$ cat src/rtl/spi_regacc_pkg.sv
// Package spi_regacc_pkg
// Shared constants, the sequencer state type and the command byte builder.
// Assumes an 8-bit byte and a 5-bit register number as the frame layout needs.
package spi_regacc_pkg;
    localparam int BYTE_W     = 8;
    localparam int REG_W      = 5;
    localparam int FRAME_BITS = 2 * BYTE_W;
    localparam int DIR_BIT    = 1;

    typedef enum logic [1:0] {
        ST_IDLE = 2'd0,
        ST_LOW  = 2'd1,
        ST_HIGH = 2'd2,
        ST_GAP  = 2'd3
    } seq_state_t;

    // Register number in the top bits, direction flag in bit DIR_BIT, rest zero.
    function automatic logic [BYTE_W-1:0] make_cmd(input logic [REG_W-1:0] rnum,
                                                   input logic wr);
        logic [BYTE_W-1:0] c;
        c = '0;
        c[BYTE_W-1 -: REG_W] = rnum;
        c[DIR_BIT] = wr;
        return c;
    endfunction
endpackage

$ cat src/rtl/spi_regacc_tick.sv
// Module spi_regacc_tick
// Half-period timer: while run is high, tick pulses every HALF_DIV cycles.
// Assumes run drops only together with a tick or while idle; the count restarts on each tick.
module spi_regacc_tick #(
    parameter int HALF_DIV = 4
) (
    input  logic clk,
    input  logic rst_n,
    input  logic run,
    output logic tick
);
    localparam int CW = (HALF_DIV > 1) ? $clog2(HALF_DIV) : 1;
    localparam logic [CW-1:0] LAST = CW'(HALF_DIV - 1);

    logic [CW-1:0] cnt;

    assign tick = run && (cnt == LAST);

    // Count system clocks inside the current half-period.
    always_ff @(posedge clk) begin
        if (!rst_n || !run || tick) cnt <= '0;
        else                        cnt <= cnt + 1'b1;
    end

    // the count never passes the end of a half-period
    a_r7_cnt_in_range: assert property (@(posedge clk) disable iff (!rst_n)
        cnt <= LAST);
endmodule

$ cat src/rtl/spi_regacc_shift.sv
// Module spi_regacc_shift
// Frame shifter: a transmit register sends its MSB first and fills with zeros;
// a receive byte collects the sampled input at the LSB.
// Assumes load and step are never high in the same cycle.
module spi_regacc_shift #(
    parameter int TX_W = 16,
    parameter int RX_W = 8
) (
    input  logic            clk,
    input  logic            rst_n,
    input  logic            load,
    input  logic [TX_W-1:0] load_word,
    input  logic            step,
    input  logic            sin,
    output logic            sout,
    output logic [RX_W-1:0] rx_byte
);
    logic [TX_W-1:0] tx_q;
    logic [RX_W-1:0] rx_q;

    assign sout    = tx_q[TX_W-1];
    assign rx_byte = rx_q;

    // Transmit register: load a whole frame, shift one bit per step.
    always_ff @(posedge clk) begin
        if (!rst_n)    tx_q <= '0;
        else if (load) tx_q <= load_word;
        else if (step) tx_q <= {tx_q[TX_W-2:0], 1'b0};
    end

    // Receive register: clear at frame start, take one sample per step.
    always_ff @(posedge clk) begin
        if (!rst_n)    rx_q <= '0;
        else if (load) rx_q <= '0;
        else if (step) rx_q <= {rx_q[RX_W-2:0], sin};
    end

    // a freshly loaded frame presents its top bit first
    a_r2_msb_first: assert property (@(posedge clk) disable iff (!rst_n)
        load |=> (sout == $past(load_word[TX_W-1])));
endmodule

$ cat src/rtl/spi_regacc.sv
// Module spi_regacc
// Full-duplex SPI master for one-register transactions: command byte plus one data byte.
// Returns the status byte seen during the command and, on reads, the register value.
// Assumes the peripheral changes MISO while SCLK is low. HALF_DIV >= 1.
module spi_regacc #(
    parameter int HALF_DIV = 4
) (
    input  logic       clk,
    input  logic       rst_n,
    input  logic       req,
    input  logic       req_wr,
    input  logic [4:0] req_reg,
    input  logic [7:0] req_wdata,
    output logic       busy,
    output logic       done,
    output logic [7:0] rd_data,
    output logic [7:0] status,
    output logic       spi_ss_n,
    output logic       spi_sclk,
    output logic       spi_mosi,
    input  logic       spi_miso
);
    import spi_regacc_pkg::*;

    localparam int BC_W = $clog2(FRAME_BITS);
    localparam logic [BC_W-1:0] CMD_LAST   = BC_W'(BYTE_W - 1);
    localparam logic [BC_W-1:0] FRAME_LAST = BC_W'(FRAME_BITS - 1);

    seq_state_t        state;
    logic [BC_W-1:0]   bitcnt;
    logic              is_wr;
    logic              tick;
    logic              load;
    logic              step;
    logic [BYTE_W-1:0] rx_byte;
    logic [FRAME_BITS-1:0] frame_word;
    logic [BYTE_W-1:0] sampled;

    assign busy       = (state != ST_IDLE);
    assign load       = (state == ST_IDLE) && req;
    assign step       = (state == ST_HIGH) && tick;
    assign frame_word = {make_cmd(req_reg, req_wr), (req_wr ? req_wdata : {BYTE_W{1'b0}})};
    assign sampled    = {rx_byte[BYTE_W-2:0], spi_miso};

    spi_regacc_tick #(.HALF_DIV(HALF_DIV)) u_tick (
        .clk   (clk),
        .rst_n (rst_n),
        .run   (busy),
        .tick  (tick)
    );

    spi_regacc_shift #(.TX_W(FRAME_BITS), .RX_W(BYTE_W)) u_shift (
        .clk       (clk),
        .rst_n     (rst_n),
        .load      (load),
        .load_word (frame_word),
        .step      (step),
        .sin       (spi_miso),
        .sout      (spi_mosi),
        .rx_byte   (rx_byte)
    );

    // Frame sequencer: select, clock phases, bit count, result capture.
    always_ff @(posedge clk) begin
        if (!rst_n) begin
            state    <= ST_IDLE;
            spi_ss_n <= 1'b1;
            spi_sclk <= 1'b0;
            done     <= 1'b0;
            bitcnt   <= '0;
            is_wr    <= 1'b0;
            status   <= '0;
            rd_data  <= '0;
        end else begin
            done <= 1'b0;
            case (state)
                ST_IDLE: begin
                    if (req) begin
                        state    <= ST_LOW;
                        spi_ss_n <= 1'b0;
                        bitcnt   <= '0;
                        is_wr    <= req_wr;
                    end
                end
                ST_LOW: begin
                    if (tick) begin
                        spi_sclk <= 1'b1;
                        state    <= ST_HIGH;
                    end
                end
                ST_HIGH: begin
                    if (tick) begin
                        spi_sclk <= 1'b0;
                        bitcnt   <= bitcnt + 1'b1;
                        if (bitcnt == CMD_LAST) status <= sampled;
                        if (bitcnt == FRAME_LAST) begin
                            spi_ss_n <= 1'b1;
                            done     <= 1'b1;
                            state    <= ST_GAP;
                            if (!is_wr) rd_data <= sampled;
                        end else begin
                            state <= ST_LOW;
                        end
                    end
                end
                default: begin
                    if (tick) state <= ST_IDLE;
                end
            endcase
        end
    end

    // the serial clock rests low whenever the peripheral is deselected
    a_r6_sclk_low_deselected: assert property (@(posedge clk) disable iff (!rst_n)
        spi_ss_n |-> !spi_sclk);

    // data out holds still through a high half-period
    a_r7_mosi_steady_high: assert property (@(posedge clk) disable iff (!rst_n)
        (spi_sclk && $past(spi_sclk)) |-> $stable(spi_mosi));

    // done marks the cycle in which select has just gone back high
    a_r9_done_at_ss_rise: assert property (@(posedge clk) disable iff (!rst_n)
        done |-> (spi_ss_n && !$past(spi_ss_n)));

    // done lasts one cycle only
    a_r9_done_single: assert property (@(posedge clk) disable iff (!rst_n)
        done |=> !done);

    // while a frame is active, select stays low until the frame ends
    a_r8_frame_not_restarted: assert property (@(posedge clk) disable iff (!rst_n)
        (!spi_ss_n && busy) |=> (!spi_ss_n || done));
endmodule

$ cat config.mk
export PLATFORM = sky130hd
export DESIGN_NAME = spi_regacc
export DESIGN_NICKNAME = d
export VERILOG_FILES = /design/src/rtl/spi_regacc_pkg.sv /design/src/rtl/spi_regacc_tick.sv /design/src/rtl/spi_regacc_shift.sv /design/src/rtl/spi_regacc.sv
export SDC_FILE = /design/constraint.sdc
export NUM_CORES = 1
export LEC_CHECK = 0
export BUFFER_PORTS_ARGS = -buffer_cell sky130_fd_sc_hd__buf_2
export CELL_PAD_IN_SITES_DETAIL_PLACEMENT = 0
export CELL_PAD_IN_SITES_GLOBAL_PLACEMENT = 1
export CORE_UTILIZATION = 35
export CTS_CLUSTER_DIAMETER = 30
export DETAILED_ROUTE_END_ITERATION = 8
export GPL_TIMING_DRIVEN = 1
export PLACE_DENSITY_LB_ADDON = 0.3
export REMOVE_ABC_BUFFERS = 1
export SETUP_SLACK_MARGIN = 0.02
export SLEW_MARGIN = 20
export SYNTH_ARGS = -nofsm -noshare
export SYNTH_HDL_FRONTEND = slang
export SYNTH_SLANG_ARGS = --single-unit
export TNS_END_PERCENT = 5
$ cat constraint.sdc
create_clock -name clk -period 1.7 [get_ports clk]
set_input_delay 0.51 -clock clk [delete_from_list [all_inputs] [get_ports clk]]
set_output_delay 0.51 -clock clk [all_outputs]
set_load 0.02 [all_outputs]
**Yosys cells after proc, flatten, opt, wreduce, memory -nomap -nowiden**

Index checks and enable logic that the tools add are counted.

- Output and inout bits: 21
- Logic and storage cells: 67
- Register bits: 51

- Bitwise logic cells: 2
- Reductions and logical operators: 22
- Eq/ne operators: 9
- Mux-type cells: 20
- $add $sub $neg: 2

Operators by type and width:

| cell | count |
|---|---|
| two-way mux 16 bit | 2 |
| AND reduction 3 bit | 4 |
| AND reduction 4 bit | 3 |
| two-way mux 2 bit | 5 |
| nonzero test 2 bit | 5 |
| two-way mux 4 bit | 2 |
| two-way mux 8 bit | 1 |
| one-hot mux 4 bit (2 select lines) | 1 |
| two-way mux 1 bit | 6 |
| != test 2 bit (second input constant) | 3 |
| one-hot mux 2 bit (3 select lines) | 1 |
| adder 4 x 1 -> 4 bit (second input constant) | 1 |
| equality test 2 bit (second input constant) | 2 |
| equality test 4 x 3 -> 1 bit (second input constant) | 1 |
| equality test 4 bit (second input constant) | 1 |
| one-hot mux 1 bit (2 select lines) | 2 |
| logical AND 1 bit | 3 |
| adder 2 x 1 -> 2 bit (second input constant) | 1 |
| equality test 2 x 1 -> 1 bit (second input constant) | 1 |
| zero test 1 bit | 2 |
| zero test 2 bit | 1 |
| logical OR 1 bit | 2 |
| != test 2 x 1 -> 1 bit (second input constant) | 1 |
| NOT 1 bit | 2 |
| 2 further kinds | 2 |

**Logic depth before layout (Yosys ltp)**

- Depth after elaboration: 5
- Gate-level depth with buffers: 7
- Gate-level depth less buffers: 4

**Hierarchy**

A second synthesis with hierarchy kept.

- Cell total of the unflattened synthesis: 226
- Area total of the unflattened synthesis: 2,311.0 um^2

By module, submodules not included:

| module | cells each | area each (um^2) | sequential area each (um^2) | instances |
|---|---|---|---|---|
| spi_regacc | 122 | 1,134.8 | 520.5 | 1 |
| spi_regacc_shift | 98 | 1,092.3 | 480.5 | 1 |
| spi_regacc_tick | 6 | 83.8 | 40.0 | 1 |

**Least setup slack after synthesis**

No wires, ideal clock.

- Path kind: flip-flop to flip-flop
- From: register u_tick.cnt[0]
- To: register rd_data[0]
- Data required time: 1.581 ns
- Clock period less this slack: 1.420 ns
- Buffers on the path: 2
- Stages on the path, launching flop included: 7
- Library setup time: 0.119 ns
- Setup slack: 0.280 ns
- Arrival time: 1.301 ns
- Cell sequence: dfxtp_1 ha_1 buf_6 nand4_4 or3_1 buf_6 mux2i_1

- Cells in the longest elaborated chain, start to end: 3

RTL lines:

| what | line | RTL |
|---|---|---|
| from (decl) | spi_regacc_tick.sv:15 | `logic [CW-1:0] cnt;` |
| from (signal assigned) | spi_regacc_tick.sv:22 | `else cnt <= cnt + 1'b1;` |
| equality test 2 bit | spi_regacc_tick.sv:17 | `assign tick = run && (cnt == LAST);` |
| logical AND 1 bit | spi_regacc_tick.sv:17 |  |
| AND reduction 4 bit (no line) | n/a |  |
| to (signal assigned) | spi_regacc.sv:100 | `if (!is_wr) rd_data <= sampled;` |
| to (decl) | spi_regacc.sv:16 | `output logic [7:0] rd_data,` |

No other way between the ends.
A chain may end at the register's enable or synchronous reset.

**Worst setup path in the final report**

- From: register bitcnt[0]
- To: register rd_data[5]

- Cells in the longest elaborated chain, start to end: 2

RTL lines:

| what | line | RTL |
|---|---|---|
| from (decl) | spi_regacc.sv:30 | `logic [BC_W-1:0] bitcnt;` |
| from (signal assigned) | spi_regacc.sv:94 | `bitcnt <= bitcnt + 1'b1;` |
| equality test 4 bit | spi_regacc.sv:96 | `if (bitcnt == FRAME_LAST) begin` |
| AND reduction 4 bit (no line) | n/a |  |

No other way between the ends.

==> metrics.cfg <==
[detailed_routing]
drc = 0
drt_iter0_drc = 63
antenna_left = 0
vias = 1668
via_per_inst = 4.86
drt-pass1-iter-count = 4
drt_wl_total_mm = 4.20
wl_per_cell_um = 12.2

[clock_tree]
holdBufCountCts = 0
cts_tree = built
clock_tree.htree_level_count = 2
cts_buffers = 5
cts_buffer_depth = 2
clkTransAtPathRegs_ns = 0.09
insertion_delay_ns = 0.30
clock_sinks = 51
clock-root-buffer = clkbuf_8

[layout]
areaGrowthSynthToFinish_pct = 19.1
drive_above_1_share = 0.229
diodes = 0
final_nets = 290
layout.cells.non_filler = 343

[power_and_ir_drop]
seqPwrFrac = 0.547
total_power_uw = 2270
p_sw_uw = 501
ir_worst_vdd_mv = 0.476
p_leak_uw = 0.00106
power_density_mw_per_mm2 = 932
cell_internal_pwr_uw = 1770
netSwitchingFraction = 0.221
clockPowerShare = 0.383
combPwrFrac = 0.070

[sta]
maxSlewHeadroom = 0.648
max_freq_mhz = 605
grt_setup_unrepaired = true
skew_ns = 0.00608
drv_slew = 0
worst_hold_slack_ns = 0.441
postLayoutSetupSlackWorst_ns = 0.0473
finalHoldViolCount = 0
final-setup-viol-count = 0
worst_pin_slew_ns = 0.528
period_share = 0.972
final.min_clock_period_ns = 1.65

[global_routing]
overflow = 0
grt_pass1_vias = 1658
antenna_found_initial = 0
grt_max_degree = 24
grt_pass1_wl_mm = 7.40
groute.usage.overall = 0.153

[worst_setup_path]
critPathRequiredTime_ns = 1.88
crit_arrival_ns = 1.83
crit_type = flip-flop to flip-flop
worstPathMaxFanout = 8
critPathLaunchType = flip-flop
crit_path_end_kind = flip-flop

[logic_synthesis]
netlist.area_leader.share = 0.499
syn_inst = 233
synth_area_sq_mm = 0.00204
synth_area_leader_cell = dfxtp_1
yosysUniqueCellTypes = 30
avgSynthCellArea_sq_um = 8.77
synth.area.top_cells = dfxtp_1 (50%), nand2_1 (9.2%), mux2i_1 (7.8%), a21oi_1 (6.9%), nor3_1 (3.7%)
ys_seq_area_frac = 0.499
synthArstFlopShare = 0
synth_edf_count = 0
synthFlopType = dfxtp_1
post-synth-top-count-cell = dfxtp_1
ys_ff_latch = 51
synth_commonest_cells = dfxtp_1 (51), nand2_1 (50), a21oi_1 (28), mux2i_1 (16), nor3_1 (15)
yosys_warnings = 0

[floorplan]
die_h_um = 78.4
num_io_pins = 39
rows = 27
dieWidth_um = 78.4
initial_core_util = 0.367
core_area_sq_mm = 0.00557
die-area_sq_mm = 0.00615

[place]
dp_hpwl_mm = 2.82
gp_congestion = 0.669
place_inst = 335
post-place-ws_ns = 0.0215
port_buffers = 38

[worst_hold_path]
min_path_type = flip-flop to flip-flop

[flow_run]
maxCapViolations = 0

[run_status]
status = finished, final reports clean

==> power by group through the flow <==
stage	combinational [uW]	sequential, uW	clock, uW
floorplan	77.5	1270	0
global placement	160	1270	0
detailed placement	159	1270	0
CTS	160	1240	897
global route	178	1250	944
finish	158	1240	870
==> metrics by stage <==
step	TNS [ns]	instance area (sq um)	utilization
4_1_cts	0	2430	0.437
3_5_place_dp	0	2310	0.415
5_1_grt	-0.876	2430	0.437
2_1_floorplan	-0.292	1930	-
6_report	0	2430	0.437
3_3_place_gp	0	2310	0.415
==> critical path, cell delays in order, from the launching register on <==
cell and delay (ns):
dfxtp_1 0.38, ha_1 0.24, nand4_4 0.12, or3_1 0.59, mux2i_1 0.19
==> layer usage <==
metal,global-route usage,part of all wire
met4,0.0667,0.019
met5,0,0
met2,0.253,0.44
met3,0.0326,0.038
met1,0.191,0.50
==> path summary, 6_finish.rpt <==
kind / startpoint / to / slack, ns / cells past startpoint
hold reg to reg: u_tick.cnt[0]$_SDFF_PP0_ / u_tick.cnt[0]$_SDFF_PP0_ / 0.44 / 1
hold / removal: u_tick.cnt[0]$_SDFF_PP0_ / u_tick.cnt[0]$_SDFF_PP0_ / 0.44 / 1
setup reg to reg: bitcnt[0]$_SDFFE_PN0P_ / rd_data[5]$_SDFFE_PN0P_ / 0.05 / 4
setup / recovery: bitcnt[0]$_SDFFE_PN0P_ / rd_data[5]$_SDFFE_PN0P_ / 0.05 / 4
==> placed cells by master (no fill, tap or decap), types with 2 or more instances in the layout <==
master,count
buf_2,38
ha_1,2
or3_1,4
dfxtp_1,49
mux2i_1,16
nand2_1,50
nor3_1,15
buf_4,11
a21oi_1,28
a31oi_1,2
inv_1,3
clkbuf_8,6
a22oi_1,5
o21ai_0,12
nand3_1,10
nand2b_1,2
dfxtp_2,2
==> registers in the layout, indices dropped and copies added (netlist names) <==
signal	flops
u_shift.tx_q	16
rd_data	8
status	8
u_shift.rx_byte	7
bitcnt	4
state	2
u_tick.cnt	2
done	1
is_wr	1
spi_sclk	1
spi_ss_n	1
==> what timing repair did <==
| item | in CTS | in global routing |
|---|---|---|
| buffers inserted | 0 | 0 |
| setup endpoints to repair | 1 | 17 |
| endpoints found under the hold margin | 0 | 0 |
| resized for setup | 1 | 1 |
==> final cells by class <==
class,instances,area (sq um)
Timing Repair Buffer,50,293
Tap cell,72,90.1
Multi-Input combinational cell,159,900
Sequential cell,51,1020
Inverter,3,11.3
Fill cell,595,3140
Clock buffer,6,82.6
Clock inverter,2,35.0
==> kinds of logic after synthesis <==
kind of cell               synth area share
AOI/OAI and AO/OA                     0.131
buffers and inverters                0.0606
muxes                                0.0783
DFF                                   0.499
and+or+nand+nor                       0.218
adders and majority gates            0.0122
Power figures use the tool's default switching activity.
